[src/rtl/uart_ctl_pkg.sv]
package uart_ctl_pkg;

  localparam logic [5:0] OFS_MODE = 6'h00;
  localparam logic [5:0] OFS_STAT = 6'h04;
  localparam logic [5:0] OFS_CMD  = 6'h08;
  localparam logic [5:0] OFS_DATA = 6'h0C;
  localparam logic [5:0] OFS_INT  = 6'h14;

  localparam int MODE_FULL_SEL_BIT = 6;

  typedef enum logic [2:0] {
    GEN_NOP     = 3'd0,
    GEN_PTR_RST = 3'd1,
    GEN_RX_RST  = 3'd2,
    GEN_TX_RST  = 3'd3,
    GEN_ERR_RST = 3'd4,
    GEN_BRK_CLR = 3'd5,
    GEN_BRK_ON  = 3'd6,
    GEN_BRK_OFF = 3'd7
  } gen_op_e;

  typedef enum logic [1:0] {
    EN_KEEP = 2'd0,
    EN_ON   = 2'd1,
    EN_OFF  = 2'd2,
    EN_RSVD = 2'd3
  } en_op_e;

  typedef struct packed {
    gen_op_e gen;
    en_op_e  tx;
    en_op_e  rx;
  } cmd_t;

  function automatic cmd_t split_cmd(input logic [7:0] b);
    return cmd_t'(b[6:0]);
  endfunction

  function automatic logic [7:0] pack_status(input logic tx_emp, input logic tx_rdy,
                                             input logic full, input logic nonempty);
    return {4'b0000, tx_emp, tx_rdy, full, nonempty};
  endfunction

  function automatic logic rx_irq_cond(input logic use_full, input logic full,
                                       input logic nonempty);
    return use_full ? full : nonempty;
  endfunction

  function automatic logic [7:0] pack_isr(input logic brk, input logic rxc,
                                          input logic txr);
    return {5'b00000, brk, rxc, txr};
  endfunction

endpackage

[src/rtl/uart_ctl_cmd_decode.sv]
module uart_ctl_cmd_decode
  import uart_ctl_pkg::*;
(
  input  logic       cmd_wr,
  input  logic [7:0] cmd_byte,
  output logic       ptr_rst,
  output logic       rx_reset,
  output logic       tx_reset,
  output logic       brk_clr,
  output logic       tx_on,
  output logic       tx_off,
  output logic       rx_on,
  output logic       rx_off
);
  cmd_t c;
  assign c = split_cmd(cmd_byte);

  always_comb begin
    ptr_rst  = 1'b0;
    rx_reset = 1'b0;
    tx_reset = 1'b0;
    brk_clr  = 1'b0;
    if (cmd_wr) begin
      case (c.gen)
        GEN_PTR_RST: ptr_rst  = 1'b1;
        GEN_RX_RST:  rx_reset = 1'b1;
        GEN_TX_RST:  tx_reset = 1'b1;
        GEN_BRK_CLR: brk_clr  = 1'b1;
        default:     ;
      endcase
    end
  end

  assign tx_on  = cmd_wr && (c.tx == EN_ON);
  assign tx_off = cmd_wr && (c.tx == EN_OFF);
  assign rx_on  = cmd_wr && (c.rx == EN_ON);
  assign rx_off = cmd_wr && (c.rx == EN_OFF);
endmodule

[src/rtl/uart_ctl_tx.sv]
module uart_ctl_tx (
  input  logic       clk,
  input  logic       rst_n,
  input  logic       tx_reset,
  input  logic       tx_on,
  input  logic       tx_off,
  input  logic       hold_wr,
  input  logic [7:0] hold_data,
  output logic       tx_en,
  output logic       tx_emp,
  output logic       tx_rdy,
  output logic       tx_valid,
  output logic [7:0] tx_data
);
  logic       en_q, emp_q, rdy_q;
  logic [7:0] hold_q;
  logic       en_n, emp_n, rdy_n, send;
  logic [7:0] hold_n;

  always_comb begin
    en_n   = en_q;
    emp_n  = emp_q;
    rdy_n  = rdy_q;
    hold_n = hold_q;
    send   = 1'b0;
    if (tx_reset) begin
      en_n  = 1'b0;
      emp_n = 1'b1;
      rdy_n = 1'b0;
    end
    if (tx_on || tx_off) begin
      en_n = tx_on;
      if (en_n && !emp_n) begin
        send  = 1'b1;
        emp_n = 1'b1;
      end
      rdy_n = en_n;
    end
    if (hold_wr) begin
      hold_n = hold_data;
      emp_n  = 1'b0;
      if (en_n) begin
        send  = 1'b1;
        emp_n = 1'b1;
      end
      rdy_n = en_n;
    end
  end

  always_ff @(posedge clk) begin
    if (!rst_n) begin
      en_q     <= 1'b0;
      emp_q    <= 1'b1;
      rdy_q    <= 1'b0;
      hold_q   <= 8'h00;
      tx_valid <= 1'b0;
      tx_data  <= 8'h00;
    end else begin
      en_q     <= en_n;
      emp_q    <= emp_n;
      rdy_q    <= rdy_n;
      hold_q   <= hold_n;
      tx_valid <= send;
      if (send) tx_data <= hold_n;
    end
  end

  assign tx_en  = en_q;
  assign tx_emp = emp_q;
  assign tx_rdy = rdy_q;
endmodule

[src/rtl/uart_ctl_rxfifo.sv]
module uart_ctl_rxfifo #(
  parameter int DEPTH = 4
) (
  input  logic                     clk,
  input  logic                     rst_n,
  input  logic                     flush,
  input  logic                     pop,
  input  logic                     push_data,
  input  logic                     push_brk,
  input  logic [7:0]               data_in,
  output logic [7:0]               head,
  output logic [$clog2(DEPTH):0]   count,
  output logic                     nonempty,
  output logic                     full
);
  localparam int AW = $clog2(DEPTH);
  localparam int CW = AW + 1;

  logic [7:0]    mem [DEPTH];
  logic [AW-1:0] rd_q;
  logic [CW-1:0] cnt_q;
  logic          do_pop, do_push, overwrite;
  logic [AW-1:0] wr_idx;
  logic [7:0]    wr_val;

  always_comb begin
    do_pop    = pop && (cnt_q != '0);
    do_push   = push_data || push_brk;
    overwrite = push_brk && (cnt_q == CW'(DEPTH)) && !do_pop;
    wr_idx    = rd_q + (overwrite ? AW'(cnt_q - CW'(1)) : AW'(cnt_q));
    wr_val    = push_brk ? 8'h00 : data_in;
  end

  always_ff @(posedge clk) begin
    if (!rst_n || flush) begin
      rd_q  <= '0;
      cnt_q <= '0;
    end else begin
      rd_q  <= rd_q + AW'(do_pop);
      cnt_q <= cnt_q - CW'(do_pop) + CW'(do_push && !overwrite);
    end
  end

  always_ff @(posedge clk) begin
    if (rst_n && !flush && do_push) mem[wr_idx] <= wr_val;
  end

  assign head     = mem[rd_q];
  assign count    = cnt_q;
  assign nonempty = (cnt_q != '0);
  assign full     = (cnt_q == CW'(DEPTH));
endmodule

[src/rtl/uart_ctl.sv]
module uart_ctl
  import uart_ctl_pkg::*;
#(
  parameter int FIFO_DEPTH = 4
) (
  input  logic       clk,
  input  logic       rst_n,
  input  logic [5:0] bus_addr,
  input  logic       bus_wr,
  input  logic       bus_rd,
  input  logic [7:0] bus_wdata,
  output logic [7:0] bus_rdata,
  input  logic       rx_valid,
  input  logic [7:0] rx_data,
  input  logic       rx_break,
  output logic       tx_valid,
  output logic [7:0] tx_data,
  output logic       irq
);
  localparam int CW = $clog2(FIFO_DEPTH) + 1;

  logic [7:0] mode_q [2];
  logic       mode_ptr, rx_en, brk_q;
  logic [7:0] imask;

  // named events for the checker
  logic       mode_wr, cmd_wr, data_wr, mask_wr, pop;
  logic       ptr_rst, rx_reset, tx_reset, brk_clr, tx_on, tx_off, rx_on, rx_off;
  logic       tx_en, tx_emp, tx_rdy;
  logic [7:0] fifo_head;
  logic [CW-1:0] rx_count;
  logic       nonempty, full, rx_accept;
  logic [7:0] status, isr;

  assign mode_wr = bus_wr && (bus_addr == OFS_MODE);
  assign cmd_wr  = bus_wr && (bus_addr == OFS_CMD);
  assign data_wr = bus_wr && (bus_addr == OFS_DATA);
  assign mask_wr = bus_wr && (bus_addr == OFS_INT);
  assign pop     = bus_rd && (bus_addr == OFS_DATA);

  uart_ctl_cmd_decode u_dec (
    .cmd_wr(cmd_wr), .cmd_byte(bus_wdata),
    .ptr_rst(ptr_rst), .rx_reset(rx_reset), .tx_reset(tx_reset), .brk_clr(brk_clr),
    .tx_on(tx_on), .tx_off(tx_off), .rx_on(rx_on), .rx_off(rx_off)
  );

  uart_ctl_tx u_tx (
    .clk(clk), .rst_n(rst_n), .tx_reset(tx_reset), .tx_on(tx_on), .tx_off(tx_off),
    .hold_wr(data_wr), .hold_data(bus_wdata),
    .tx_en(tx_en), .tx_emp(tx_emp), .tx_rdy(tx_rdy),
    .tx_valid(tx_valid), .tx_data(tx_data)
  );

  assign rx_accept = rx_valid && rx_en && !full && !rx_break;

  uart_ctl_rxfifo #(.DEPTH(FIFO_DEPTH)) u_rx (
    .clk(clk), .rst_n(rst_n), .flush(rx_reset), .pop(pop),
    .push_data(rx_accept), .push_brk(rx_break), .data_in(rx_data),
    .head(fifo_head), .count(rx_count), .nonempty(nonempty), .full(full)
  );

  always_ff @(posedge clk) begin
    if (!rst_n) begin
      mode_q[0] <= 8'h00;
      mode_q[1] <= 8'h00;
      mode_ptr  <= 1'b0;
      rx_en     <= 1'b0;
      brk_q     <= 1'b0;
      imask     <= 8'h00;
    end else begin
      if (mode_wr) begin
        mode_q[mode_ptr] <= bus_wdata;
        mode_ptr         <= 1'b1;
      end else if (ptr_rst) begin
        mode_ptr <= 1'b0;
      end
      if (rx_on)                   rx_en <= 1'b1;
      else if (rx_off || rx_reset) rx_en <= 1'b0;
      if (rx_break)     brk_q <= 1'b1;
      else if (brk_clr) brk_q <= 1'b0;
      if (mask_wr) imask <= bus_wdata;
    end
  end

  assign status = pack_status(tx_emp, tx_rdy, full, nonempty);
  assign isr    = pack_isr(brk_q,
                           rx_irq_cond(mode_q[0][MODE_FULL_SEL_BIT], full, nonempty),
                           tx_rdy);
  assign irq    = |(isr & imask);

  always_comb begin
    case (bus_addr)
      OFS_MODE: bus_rdata = mode_q[mode_ptr];
      OFS_STAT: bus_rdata = status;
      OFS_DATA: bus_rdata = nonempty ? fifo_head : 8'h00;
      OFS_INT:  bus_rdata = isr;
      default:  bus_rdata = 8'h00;
    endcase
  end
endmodule

[config.mk]
export PLATFORM = sky130hd
export DESIGN_NAME = uart_ctl
export DESIGN_NICKNAME = d
export VERILOG_FILES = /design/src/rtl/uart_ctl_pkg.sv /design/src/rtl/uart_ctl_cmd_decode.sv /design/src/rtl/uart_ctl_tx.sv /design/src/rtl/uart_ctl_rxfifo.sv /design/src/rtl/uart_ctl.sv
export SDC_FILE = /design/constraint.sdc
export NUM_CORES = 1
export LEC_CHECK = 0
export BUFFER_PORTS_ARGS = -buffer_cell sky130_fd_sc_hd__buf_2
export CAP_MARGIN = 20
export CORE_MARGIN = 2
export CORE_UTILIZATION = 60
export CTS_BUF_LIST = sky130_fd_sc_hd__clkbuf_4 sky130_fd_sc_hd__clkbuf_8 sky130_fd_sc_hd__clkbuf_16
export CTS_CLUSTER_SIZE = 8
export DETAILED_ROUTE_END_ITERATION = 8
export GPL_TIMING_DRIVEN = 1
export HOLD_SLACK_MARGIN = 0.12
export PLACE_DENSITY = 0.78
export SLEW_MARGIN = 20
export SYNTH_ARGS = -nofsm -noshare
export SYNTH_HDL_FRONTEND = slang
export SYNTH_SLANG_ARGS = --single-unit
[constraint.sdc]
create_clock -name clk -period 4.7 [get_ports clk]
set_clock_uncertainty 0.1 [all_clocks]
set_input_delay 0.47 -clock clk [delete_from_list [all_inputs] [get_ports clk]]
set_output_delay 0.47 -clock clk [all_outputs]
set_load 0.02 [all_outputs]
==> results of run 1 <==
[cell families (layout without fill, tap and decap cells)]
family | Yosys count | count (layout) | synth area share, %
simple gates | 101 | 101 | 16.1
xor+xnor | 7 | 7 | 1.65
flops | 80 | 80 | 56.2
mux | 33 | 33 | 11.7
compound gates | 49 | 49 | 9.32
fa+ha+maj | 4 | 4 | 1.55
buf+inv | 31 | 76 | 3.51
[routing by layer]
| layer | global-route usage (%) | share of wire (%) | up-vias |
|---|---|---|---|
| li1 | - | - | 1225 |
| met1 | 34.7 | 44 | 1285 |
| met2 | 37.8 | 46 | 113 |
| met3 | 4.46 | 8.0 | 14 |
| met4 | 11.1 | 1.8 | 0 |
| met5 | 0 | 0 | - |
[cell usage after synthesis, types with 3 or more instances]
master / instances
and3_1: 4
xor2_1: 3
o21ai_0: 5
nor2_1: 20
inv_1: 15
mux4_2: 8
a311oi_1: 8
buf_2: 8
edfxtp_1: 48
o22ai_1: 6
mux2i_1: 24
xnor2_1: 4
nand2b_1: 6
clkbuf_1: 6
ha_1: 3
nand3_1: 4
dfxtp_1: 32
nand2_1: 14
nor2b_1: 9
a211oi_1: 3
nand4_1: 6
and2_1: 16
a21oi_1: 11
[worst max-delay path: cells and delay by family, from the launching register on]
kind                       cells  cell delay (ns)
AOI/OAI and AO/OA              1             0.42
muxes                          1             0.81
and+or+nand+nor                2             0.65
adders and majority gates      2             0.47
DFF                            1             0.33
xor gates and xnor gates       2             0.28
buffers and inverters          1             0.13
[final cells by class]
cell class / instances / area (um^2) / area share [%]
multi-input combinational: 194 / 1500 / 36.1
timing repair buffer: 45 / 225 / 5.43
inverter: 15 / 56.3 / 1.36
tap: 75 / 93.8 / 2.26
clock inverter: 6 / 60.1 / 1.45
sequential: 80 / 2080 / 50.2
clock buffer: 10 / 131 / 3.17
[per-stage QoR]
step / hold slack (ns) / utilization (%) / setup slack [ns] / area, um^2
after floorplan: 0.337 / - / 1.55 / 3700
final: 0.316 / 69.6 / 1.13 / 4140
after global placement: 0.343 / 66.3 / 1.12 / 3950
after detailed placement: 0.353 / 66.4 / 0.911 / 3950
after CTS: 0.305 / 69.6 / 1.12 / 4140
after global routing: 0.324 / 69.6 / 0.950 / 4140
[registers in the layout (all words and copies together), names as in the netlist, 2 cells and up, named ones only]
name	count
mode_q	16
u_tx.tx_data	8
u_tx.hold_q	8
u_rx.rd_q	2
u_rx.mem	32
imask	3
u_rx.count	3
[worst min path at each step]
| stage | endpoint | slack [ns] |
|---|---|---|
| after floorplan | imask[0] | 0.34 |
| after CTS | u_tx.hold_q[7] | 0.31 |
| after global placement | imask[0] | 0.34 |
| after global routing | mode_q[1][7] | 0.32 |
| after detailed placement | imask[0] | 0.35 |
| final | mode_q[1][7] | 0.32 |
[power groups by stage]
| stage | combinational (uW) | sequential (uW) | clock, uW |
|---|---|---|---|
| CTS | 132 | 779 | 501 |
| global route | 145 | 782 | 527 |
| finish | 132 | 779 | 500 |
| floorplan | 89.1 | 791 | 0 |
| detailed placement | 131 | 795 | 0 |
| global placement | 127 | 794 | 0 |
==> run_results.csv, run 1 <==
group,metric,value,unit
outcome,status,"finished, final reports clean",
clock_network,ctsHoldBuffers,0,
synthesis,yosys_warnings,0,
routing,antenna_left,0,
worst_setup_path,worstSetupEndpoint,"u_rx.mem[1][5]",
worst_setup_path,cp_cell_sequence,"inv_1 -> ha_1 -> nand2_1 -> a311oi_2 -> xnor2_1 -> ha_1 -> xor2_1 -> or4b_1 -> mux2i_1",
routing,routed_wl,7770,um
routing,drt_pass1_iterations,6,
finish,fillers,459,
power_and_ir_drop,leakagePower,0.00160,uW
clock_network,cts_setup_buffers,0,
synthesis,ys_ff_latch,80,
clock_network,numCtsBuffers,9,
synthesis,syn_avg_cell_area,12.1,um^2
routing,vias_per_cell,6.20,
sta,setup_tns,0,ns
power_and_ir_drop,pwr-share-comb,9.4,%
clock_network,clk_path_buf_depth,2,
power_and_ir_drop,netSwitchingPower,343,uW
finish,layout.nets,377,
synthesis,synth_top_area_cell,"edfxtp_1",
synthesis,yosysSeqAreaShare,56.2,%
worst_hold_path,worstHoldStart,"bus_wdata[7]",
sta,rsz0062_at_grt,"no",
synthesis,ys.flop_type,"edfxtp_1",
synthesis,synth-edff-count,48,
worst_setup_path,max_stage_delay,0.81,ns
power_and_ir_drop,clkPwrFrac,35.4,%
clock_network,cts-root-buf,"clkbuf_8",
worst_setup_path,required,4.58,ns
placement,port_buffers,45,
global_routing,grt.total_usage,24.8,%
worst_setup_path,critical_path_class,"register to register",
worst_setup_path,critical_path.startpoint_type,"register",
sta,period_needed,3.57,ns
finish,fin_cells,425,
worst_setup_path,cpMostUsedCell,"ha_1",
worst_setup_path,arrival,3.45,ns
sta,post-route-period-util,76.0,%
die,die_w,82.6,um
finish,layout_common_cells,"48 x edfxtp_1, 45 x buf_2, 32 x dfxtp_1, 24 x mux2i_1, 19 x nor2_1",
job,drv_cap,0,
worst_setup_path,crit_path_end_kind,"register",
synthesis,syn_inst,305,
power_and_ir_drop,finalPower,1410,uW
sta,slew_headroom,30.6,%
clock_network,cts-htree-levels,3,
die,fp.dieH,82.6,um
clock_network,cts_tree,"yes",
synthesis,synth_cell_types,54,
die,ioPinCount,46,
power_and_ir_drop,internal_power,1070,uW
worst_setup_path,rr_worst_depth,9,
global_routing,grt_pass1_vias,2392,
worst_hold_path,min-delay-path-class,"input pin to register",
power_and_ir_drop,p_seq_share,55.2,%
die,num_rows,28,
clock_network,insertion_delay,0.36,ns
global_routing,grt_max_degree,23,
routing,drc,0,
die,coreArea,5960,um^2
worst_setup_path,critPathLaunch,"u_rx.count[1]",
clock_network,cts.sinks,80,
worst_setup_path,rr_endpoint,"u_rx.mem[1][5]",
placement,dp_cells,409,
synthesis,netlist_area,3700,um^2
synthesis,synth_top_cells_by_area,"edfxtp_1 39%, dfxtp_1 17%, mux2i_1 6.5%",
die,initial_core_util,62.2,%
power_and_ir_drop,swShare,24.3,%
finish,drive_above_1_share,22.6,%
sta,max_clock_freq,280,MHz
global_routing,antenna_found_initial,0,
worst_setup_path,crit_fanout,8,
sta,tightest_slew,1.01,ns
clock_network,clkTransAtPathRegs,0.08,ns
worst_setup_path,ff2ff_setup_slack,1.13,ns
clock_network,cts_resized,0,
routing,drt_iter0_drc,224,
worst_hold_path,hold_depth,2,
routing,wire_per_inst,18.3,um
global_routing,grt-ovfl-total,0,
sta,setup_viol,0,
power_and_ir_drop,irDropWorstVdd,199,uV
placement,hpwlAfterDp,5400,um
sta,final_hold_viol_count,0,
die,die_area,6820,um^2
finish,antenna_cells,0,
routing,vias,2637,
placement,gp_congestion,0.888,
worst_setup_path,crit_slowest_cell,"mux2i_1",
synthesis,yosysTopAreaCellShare,38.9,%
synthesis,synth_async_sr_flop_share,0,%
synthesis,syn_nets,337,
finish,final_common_cell,"edfxtp_1",
finish,area.growth.synth_to_final,11.9,%
global_routing,grt_pass1_wl,12100,um
power_and_ir_drop,power_density,341,nW/um^2
sta,finalMaxSlewViolations,0,
worst_setup_path,reg2reg_from,"u_rx.count[1]",
Note: power is estimated with default switching activity, not from simulation.
==> run 2: changes to the inputs <==
--- a/config.mk
+++ b/config.mk
@@ -5,16 +5,17 @@
 export SDC_FILE = /design/constraint.sdc
 export NUM_CORES = 1
 export LEC_CHECK = 0
+export ABC_AREA = 1
 export BUFFER_PORTS_ARGS = -buffer_cell sky130_fd_sc_hd__buf_2
 export CAP_MARGIN = 20
 export CORE_MARGIN = 2
-export CORE_UTILIZATION = 60
+export CORE_UTILIZATION = 58
 export CTS_BUF_LIST = sky130_fd_sc_hd__clkbuf_4 sky130_fd_sc_hd__clkbuf_8 sky130_fd_sc_hd__clkbuf_16
 export CTS_CLUSTER_SIZE = 8
 export DETAILED_ROUTE_END_ITERATION = 8
 export GPL_TIMING_DRIVEN = 1
 export HOLD_SLACK_MARGIN = 0.12
-export PLACE_DENSITY = 0.78
+export PLACE_DENSITY = 0.76
 export SLEW_MARGIN = 20
 export SYNTH_ARGS = -nofsm -noshare
 export SYNTH_HDL_FRONTEND = slang
==> constraint.sdc (replaced) <==
create_clock -name clk -period 3.7 [get_ports clk]
set_clock_uncertainty 0.1 [all_clocks]
set_input_delay 0.37 -clock clk [delete_from_list [all_inputs] [get_ports clk]]
set_output_delay 0.37 -clock clk [all_outputs]
set_load 0.02 [all_outputs]
==> run 2 against run 1 <==
Compared with the run above: maximum frequency is 17% higher; cell count up 27%; largest cell class unchanged; die area grew 6.4%; hold slack got worse by 0.10 ns; largest power group unchanged; highest routed layer unchanged; sequential power increased by 27%; worst setup slack lost 0.47 ns; power up 27%.
==> run_results.csv, run 2 <==
group,metric,value,unit
die,ioPinCount,46,
worst_setup_path,rr_worst_depth,14,
clock_network,cts_resized,0,
routing,drt_pass1_iterations,4,
worst_setup_path,ff2ff_setup_slack,0.66,ns
outcome,status,"finished, final reports clean",
global_routing,antenna_found_initial,0,
global_routing,grt_pass1_wl,13500,um
synthesis,ys.flop_type,"edfxtp_1",
sta,max_clock_freq,329,MHz
worst_setup_path,critical_path.startpoint_type,"register",
power_and_ir_drop,leakagePower,0.00191,uW
sta,setup_tns,0,ns
synthesis,synth_common_cells,"79 x nor2_1, 57 x inv_1, 56 x nand2_1",
placement,hpwlAfterDp,6110,um
worst_setup_path,reg2reg_from,"u_rx.count[1]",
clock_network,cts.sinks,80,
routing,antenna_left,0,
worst_setup_path,crit_path_end_kind,"register",
sta,period_needed,3.04,ns
die,coreArea,6350,um^2
synthesis,syn_nets,446,
synthesis,synth_top_area_cell,"edfxtp_1",
sta,fin_hold_ws,0.216,ns
placement,port_buffers,45,
clock_network,cts-root-buf,"clkbuf_8",
sta,final_hold_viol_count,0,
clock_network,clkTransAtPathRegs,0.08,ns
synthesis,synth-edff-count,48,
clock_network,numCtsBuffers,9,
clock_network,clk_path_buf_depth,2,
finish,largestRegisters,"u_rx.mem (32), mode_q (16)",
finish,layout.nets,491,
synthesis,yosysTopAreaCellShare,37.7,%
die,num_rows,29,
synthesis,syn_inst,414,
worst_setup_path,critical_path_class,"register to register",
synthesis,yosys.cell_count.top_type,"nor2_1",
synthesis,ys_ff_latch,80,
global_routing,grt_max_degree,20,
worst_setup_path,required,3.58,ns
finish,antenna_cells,0,
synthesis,synth_top_cells_by_area,"edfxtp_1 38%, dfxtp_1 17%, nor2_1 7.8%",
power_and_ir_drop,irDropWorstVdd,323,uV
synthesis,netlist_area,3820,um^2
routing,wire_per_inst,15.2,um
routing,routed_wl,8240,um
synthesis,yosysSeqAreaShare,54.5,%
clock_network,ctsHoldBuffers,0,
die,die_area,7260,um^2
finish,largest_register,"u_rx.mem",
die,fp.dieH,85.2,um
global_routing,grt.total_usage,24.5,%
finish,layout_common_cells,"79 x nor2_1, 57 x inv_1, 56 x nand2_1, 48 x edfxtp_1, 45 x buf_2",
worst_setup_path,arrival,2.92,ns
synthesis,syn_avg_cell_area,9.24,um^2
die,initial_core_util,60.2,%
synthesis,synth_cell_types,45,
sta,slew_headroom,53.7,%
sta,tightest_slew,0.691,ns
global_routing,grt-ovfl-total,0,
worst_setup_path,critPathLaunch,"u_rx.count[1]",
routing,drc,0,
job,drv_cap,0,
sta,rsz0062_at_grt,"no",
worst_hold_path,min-delay-path-class,"input pin to register",
clock_network,cts_setup_buffers,0,
clock_network,cts-htree-levels,3,
finish,area.growth.synth_to_final,11.6,%
sta,finalMaxSlewViolations,0,
clock_network,cts_tree,"yes",
finish,largest_reg_flops,32,
worst_setup_path,worstSetupEndpoint,"u_rx.mem[3][5]",
routing,drt_iter0_drc,210,
worst_setup_path,rr_endpoint,"u_rx.mem[3][5]",
global_routing,grt_pass1_vias,2740,
die,die_w,85.2,um
synthesis,synth_async_sr_flop_share,0,%
routing,vias,2859,
placement,gp_congestion,0.877,
power_and_ir_drop,power_density,421,nW/um^2
synthesis,yosys_warnings,0,
finish,drive_above_1_share,20.0,%
sta,setup_viol,0,
routing,vias_per_cell,5.28,
clock_network,insertion_delay,0.34,ns
sta,post-route-period-util,82.2,%
worst_setup_path,crit_fanout,8,
finish,final_common_cell,"nor2_1",
## run 2: cell count changes after synthesis, sizes merged, moves of 9 or more
cell    change
nand3      +20
mux2i      -23
nand2      +48
a311oi      -9
nor2b       -9
o21ai      +24
and2       -18
nor2       +62
inv        +44
## run 2: per-stage QoR
| step | util, % | std cells | cell area [um^2] | total power (uW) | setup slack [ns] |
|---|---|---|---|---|---|
| after floorplan | - | 414 | 3820 | 1110 | 1.05 |
| after global routing | 67.2 | 541 | 4270 | 1870 | 0.326 |
| after global placement | 64.0 | 525 | 4060 | 1160 | 0.722 |
| after detailed placement | 64.0 | 525 | 4060 | 1170 | 0.598 |
| after CTS | 67.2 | 541 | 4270 | 1800 | 0.673 |
| final | 67.2 | 541 | 4270 | 1800 | 0.660 |
## run 2: worst min path at each step
stage,startpoint,end,slack [ns],cells past startpoint
detailed placement,brk_q,brk_q,0.39,2
finish,bus_wdata[0],rx_en,0.22,3
floorplan,brk_q,brk_q,0.35,2
global route,bus_wdata[0],rx_en,0.24,3
CTS,bus_wdata[0],rx_en,0.20,3
global placement,rx_en,rx_en,0.38,2
## run 2: power breakdown
part / internal (uW) / switching, uW
sequential: 975 / 12.5
clock: 320 / 328
combinational: 51.0 / 109
## run 2: cell type report
| type | instances | area (um^2) |
|---|---|---|
| Clock buffer | 9 | 124 |
| Inverter | 60 | 225 |
| Multi-Input combinational cell | 262 | 1430 |
| Clock inverter | 7 | 80.1 |
| Fill cell | 519 | 2080 |
| Timing Repair Buffer | 46 | 233 |
| Sequential cell | 80 | 2080 |
| Tap cell | 77 | 96.3 |
## run 2: cells by family (layout without fill, tap and decap cells)
group / count (synthesis) / count (layout) / synth area share [%]
AOI/OAI and AO/OA: 70 / 70 / 11.3
xor gates and xnor gates: 5 / 5 / 1.15
adders and majority gates: 4 / 4 / 1.51
buffers and inverters: 72 / 122 / 8.25
DFF: 80 / 80 / 54.5
muxes: 1 / 1 / 0.262
and+or+nand+nor: 182 / 182 / 23.1
## run 2: worst max-delay path, stage by stage (launching register included)
cell and delay [ns]:
dfxtp_1 0.33, inv_1 0.12, ha_1 0.24, inv_1 0.05
nor2_1 0.12, nor2_1 0.06, nand2_1 0.19, nand2_1 0.14
xor2_1 0.16, ha_1 0.19, xnor2_1 0.18, nand3_1 0.10
nand2_1 0.11, inv_1 0.06, nor2_1 0.53
## run 2: layer usage
layer / GRT usage [%] / wire (um)
met5: 0 / 0
met4: 8.37 / 82
met3: 3.70 / 474
met2: 39.6 / 4100
met1: 34.2 / 3580
